===== config.mk =====
export PLATFORM = sky130hd
export DESIGN_NAME = mxdot_unit
export DESIGN_NICKNAME = d
export VERILOG_FILES = /design/src/rtl/mxdot_pkg.sv /design/src/rtl/mxdot_decode.sv /design/src/rtl/mxdot_lane.sv /design/src/rtl/mxdot_unit.sv
export SDC_FILE = /design/constraint.sdc
export NUM_CORES = 2
export LEC_CHECK = 0
export ABC_AREA = 0
export BUFFER_PORTS_ARGS = -buffer_cell sky130_fd_sc_hd__buf_2
export CELL_PAD_IN_SITES_DETAIL_PLACEMENT = 0
export CELL_PAD_IN_SITES_GLOBAL_PLACEMENT = 1
export CORE_MARGIN = 2
export CORE_UTILIZATION = 40
export DETAILED_ROUTE_END_ITERATION = 6
export PLACE_DENSITY = 0.73
export SETUP_SLACK_MARGIN = 0.02
export SLEW_MARGIN = 20
export SYNTH_ARGS = -nofsm -noshare
export SYNTH_HDL_FRONTEND = slang
export SYNTH_SLANG_ARGS = --single-unit

===== constraint.sdc =====
create_clock -name clk -period 38.2 [get_ports clk]
set_input_delay 5.73 -clock clk [delete_from_list [all_inputs] [get_ports clk]]
set_output_delay 5.73 -clock clk [all_outputs]
set_load 0.01 [all_outputs]

===== src/rtl/mxdot_pkg.sv =====
package mxdot_pkg;
    localparam int LANES   = 4;
    localparam int BYTES   = 4;
    localparam int BYTE_W  = 8;
    localparam int WORD_W  = BYTES * BYTE_W;
    localparam int VEC_W   = LANES * WORD_W;
    localparam int PROD_W  = 2 * BYTE_W + 1;
    localparam int REG_W   = 5;
    localparam int TGT_W   = REG_W + 1;
    localparam int REG_OFS = 32;
    localparam int INSN_W  = 32;
    localparam int OP_W    = 6;
    localparam logic [OP_W-1:0] PRIM_OP = 6'd4;
    localparam logic [OP_W-1:0] EXT_OP  = 6'h25;

    typedef enum logic [1:0] {
        DISP_NONE,
        DISP_RESULT,
        DISP_FAULT,
        DISP_NOMATCH
    } disp_e;

    typedef struct packed {
        disp_e             disp;
        logic [TGT_W-1:0]  tgt;
    } slot_t;

    function automatic logic signed [PROD_W-1:0] mixmul(
        input logic [BYTE_W-1:0] sbyte,
        input logic [BYTE_W-1:0] ubyte
    );
        logic signed [PROD_W-1:0] sx;
        logic signed [PROD_W-1:0] zx;
        sx = {{(PROD_W-BYTE_W){sbyte[BYTE_W-1]}}, sbyte};
        zx = {{(PROD_W-BYTE_W){1'b0}}, ubyte};
        return sx * zx;
    endfunction
endpackage


===== src/rtl/mxdot_decode.sv =====
module mxdot_decode
    import mxdot_pkg::*;
(
    input  logic [INSN_W-1:0] instr,
    input  logic              vec_en,
    output slot_t             slot
);
    logic hit;

    always_comb begin
        hit = (instr[INSN_W-1 -: OP_W] == PRIM_OP) && (instr[OP_W-1:0] == EXT_OP);
        slot.tgt = TGT_W'(instr[INSN_W-OP_W-1 -: REG_W]) + TGT_W'(REG_OFS);
        if (!hit)
            slot.disp = DISP_NOMATCH;
        else if (!vec_en)
            slot.disp = DISP_FAULT;
        else
            slot.disp = DISP_RESULT;
    end
endmodule


===== src/rtl/mxdot_lane.sv =====
module mxdot_lane
    import mxdot_pkg::*;
(
    input  logic              clk,
    input  logic              cap1,
    input  logic              cap2,
    input  logic [WORD_W-1:0] a_word,
    input  logic [WORD_W-1:0] b_word,
    input  logic [WORD_W-1:0] c_word,
    output logic [WORD_W-1:0] sum_q
);
    logic signed [PROD_W-1:0] prod_d [BYTES];
    logic signed [PROD_W-1:0] prod_q [BYTES];
    logic [WORD_W-1:0]        acc_q;
    logic [WORD_W-1:0]        sum_d;

    for (genvar j = 0; j < BYTES; j++) begin : g_byte
        localparam int HI = WORD_W - 1 - j * BYTE_W;
        assign prod_d[j] = mixmul(a_word[HI -: BYTE_W], b_word[HI -: BYTE_W]);

        always_ff @(posedge clk) begin
            if (cap1) prod_q[j] <= prod_d[j];
        end
    end

    always_ff @(posedge clk) begin
        if (cap1) acc_q <= c_word;
    end

    always_comb begin
        sum_d = acc_q;
        for (int j = 0; j < BYTES; j++)
            sum_d = sum_d + {{(WORD_W-PROD_W){prod_q[j][PROD_W-1]}}, prod_q[j]};
    end

    always_ff @(posedge clk) begin
        if (cap2) sum_q <= sum_d;
    end
endmodule


===== src/rtl/mxdot_unit.sv =====
module mxdot_unit
    import mxdot_pkg::*;
(
    input  logic              clk,
    input  logic              rst,
    input  logic              in_valid,
    input  logic              vec_en,
    input  logic [INSN_W-1:0] instr,
    input  logic [VEC_W-1:0]  src_a,
    input  logic [VEC_W-1:0]  src_b,
    input  logic [VEC_W-1:0]  src_c,
    output logic              res_valid,
    output logic [VEC_W-1:0]  res_data,
    output logic [TGT_W-1:0]  res_tgt,
    output logic              fault_vu,
    output logic              no_match
);
    slot_t dec_slot;
    slot_t s1_q;
    slot_t s2_q;
    logic  cap1;
    logic  cap2;

    mxdot_decode u_dec (
        .instr  (instr),
        .vec_en (vec_en),
        .slot   (dec_slot)
    );

    assign cap1 = in_valid && (dec_slot.disp == DISP_RESULT);
    assign cap2 = (s1_q.disp == DISP_RESULT);

    always_ff @(posedge clk) begin
        if (rst) begin
            s1_q <= '{disp: DISP_NONE, tgt: '0};
            s2_q <= '{disp: DISP_NONE, tgt: '0};
        end else begin
            s1_q.disp <= in_valid ? dec_slot.disp : DISP_NONE;
            s1_q.tgt  <= dec_slot.tgt;
            s2_q      <= s1_q;
        end
    end

    for (genvar w = 0; w < LANES; w++) begin : g_lane
        localparam int HI = VEC_W - 1 - w * WORD_W;
        mxdot_lane u_lane (
            .clk    (clk),
            .cap1   (cap1),
            .cap2   (cap2),
            .a_word (src_a[HI -: WORD_W]),
            .b_word (src_b[HI -: WORD_W]),
            .c_word (src_c[HI -: WORD_W]),
            .sum_q  (res_data[HI -: WORD_W])
        );
    end

    assign res_valid = (s2_q.disp == DISP_RESULT);
    assign fault_vu  = (s2_q.disp == DISP_FAULT);
    assign no_match  = (s2_q.disp == DISP_NOMATCH);
    assign res_tgt   = s2_q.tgt;
endmodule


==> out/results.ini <==
[worst_setup_path]
rr_endpoint=g_lane[0].u_lane.sum_q[31]
cp-end-kind=flip-flop
cp_slowest_stage_delay_ns=0.53
critPathLaunchType=input port
endpoint=g_lane[0].u_lane.prod_q[2][16]
cpMaxStageDelayCell=fa_1
r2r-start=g_lane[0].u_lane.prod_q[0][16]
critPathMaxFanout=6
path_class=input port to flip-flop
path_buf_inv=5
cp_data_required_time_ns=38.59
path_delay_family=adder cells
crit_start=src_a[111]
cp.depth=17
rrSetupSlack_ns=33.08
crit_arrival_ns=10.00
worstPathCellList=buf_2 -> inv_1 -> fa_1 -> fa_1 -> inv_1 -> fa_1 -> inv_1 -> fa_1 -> inv_1 -> ha_1 -> o21ai_0 -> a21boi_0 -> o21ai_0 -> a21oi_1 -> a41o_1 -> o41ai_1 -> xnor2_1
reg2regPathDepth=16

[yosys]
yosysSeqAreaShare_pct=24.6
syn_nets=8568
ys_async_sr_fraction_pct=0
synth_edf_count=528
ys_top_cells_by_area=fa_1 28%, edfxtp_1 24%, ha_1 16%
synth.distinct_cells=77
synth_top_area_cell=fa_1
postSynthCellCount=6424
syn_avg_cell_area_sq_um=10.3
synth_common_cells=1606 x inv_1, 906 x fa_1, 818 x ha_1
yosysMostFrequentCell=inv_1
synth-seq-cells=544
synth-main-ff-cell=edfxtp_1
synth_top_area_share_pct=27.5
ys.warnings.count=0
synth.cell_area_sq_um=65900

[cts]
max-clock-path-buffers=3
hold_buffers=0
cts_max_level=3
postCtsSetupRepairBufs=0
root_buffer=clkbuf_16
cts_resized=0
path_clk_slew_ns=0.06
worstSkewPairLatency_ns=0.68
cts_tree=yes
cts_num_sinks=544
numCtsBuffers=71

[global_route]
first_global_vias=46700
gr-total-overflow=0
antenna_found_initial=26
grt_pass1_wl_um=248000
grt_max_degree=86
grt_usage_pct=18.7

[floorplan]
ioPinCount=557
placementRows=148
core_area_sq_um=163000
die_h_um=410
die-width_um=410
start_util_pct=40.4
dieArea_sq_um=168000

[timing]
timing_hold_violations_final=0
relSlewSlack_pct=27.4
fin_skew_ns=0.0275
worst_slack_ns=28.60
final_max_slew_viol_count=0
min_period_over_period_pct=25.1
worstMarginPinSlew_ns=1.09
tns_ns=0
rsz0062_at_grt=false
timing.final.crit_period_ns=9.60
whs_ns=0.449
setup_viol=0
fmax_ghz=0.104

[final_layout]
drive_gt1_share_pct=9.97
nets=9169
syn_to_final_growth_pct=11.7
nFillCells=15600
multi_input_area_sq_um=43600
regArea_sq_um=16200

[power_and_ir_drop]
power.density_nw_per_um2=37.0
p_leak_nw=36.4
vdd_ir_drop_max_mv=0.0393
power_w=0.00272

[placed_design]
gp_congestion=0.871
post-place-ws_ns=27.86
dp_hpwl_um=128000
io_buffers=541

[flow_run]
cap_violations=0

[detailed_routing]
wl_per_cell_um=16.5
ant_nets=0
dr.pass1.iters=5
vias=44200
dr.first_iter.drc_count=2034
drc=0
viasPerCell=4.77
wl_um=152000

[status]
status=finished clean

[min_path]
hold_path_class=flip-flop to flip-flop

==> routing by layer <==
layer  GRT usage, %  wire length [um]
met3           3.91              8110
met4           4.34              3280
met2           31.1             72000
met1           24.9             68900
met5              0               104
==> how the worst min path moves through the flow <==
stage             from          to  slack, ns  depth (start not counted)
2_1_floorplan  s1_q[0]  res_tgt[0]       0.41                          1
6_report       s1_q[3]  res_tgt[3]       0.45                          1
4_1_cts        s1_q[1]  res_tgt[1]       0.45                          1
3_5_place_dp   s1_q[1]  res_tgt[1]       0.44                          1
5_1_grt        s1_q[3]  res_tgt[3]       0.47                          1
3_3_place_gp   s1_q[0]  res_tgt[0]       0.43                          1
==> power breakdown <==
| part | total [W] | internal, W | switching [W] |
|---|---|---|---|
| Sequential | 0.000748 | 0.000743 | 0.00000435 |
| Combinational | 0.00131 | 0.000592 | 0.000715 |
| Clock | 0.000667 | 0.000391 | 0.000275 |
==> layout by cell type, fill, tap and decap left out, drive strengths merged, types with 9 or more instances in the layout <==
master  count
o21bai     14
clkbuf     90
a21o       90
nor3       58
nand3      49
nor2b      81
buf       551
xor2       58
dfxtp      16
ha        818
o21ai     105
nor2      262
nand4      15
and2      662
a31oi      22
or2        23
nand2     351
inv      1610
and4        9
xnor2     231
o21a       25
nand2b     73
o311a      13
and3       24
fa        906
edfxtp    528
or3        26
clkinv     24
o31ai       9
o41ai      16
a21boi     39
a21oi     162
==> logic make-up after synthesis <==
| logic type | Yosys count | synth area share, % |
|---|---|---|
| buffers and inverters | 1629 | 9.32 |
| AOI/OAI and AO/OA | 585 | 5.92 |
| and+or+nand+nor | 1652 | 13.3 |
| muxes | 1 | 0.0152 |
| DFF | 544 | 24.6 |
| adders and majority gates | 1724 | 43.1 |
| xor gates and xnor gates | 289 | 3.84 |
==> stage by stage <==
stage	std cells	cell area [sq um]	util (%)
floorplan	6424	65900	-
global placement	9126	71300	43.7
detailed placement	9126	71300	43.7
CTS	9254	73600	45.1
global route	9258	73600	45.1
finish	9258	73600	45.1
==> final cells by class <==
type	count	area share (%)
Antenna cell	3	0.0102
Clock buffer	90	2.65
Clock inverter	38	0.485
Inverter	1606	8.19
Multi-Input combinational cell	4251	59.2
Sequential cell	544	22.0
Tap cell	2175	3.70
Timing Repair Buffer	551	3.79
==> flip-flops by register name (all words and copies together) (netlist names) <==
signal                cells
s2_q                      2
g_lane.u_lane.prod_q    272
g_lane.u_lane.sum_q     128
res_tgt                   6
g_lane.u_lane.acc_q     128
s1_q                      8
Power figures use the tool's default switching activity.
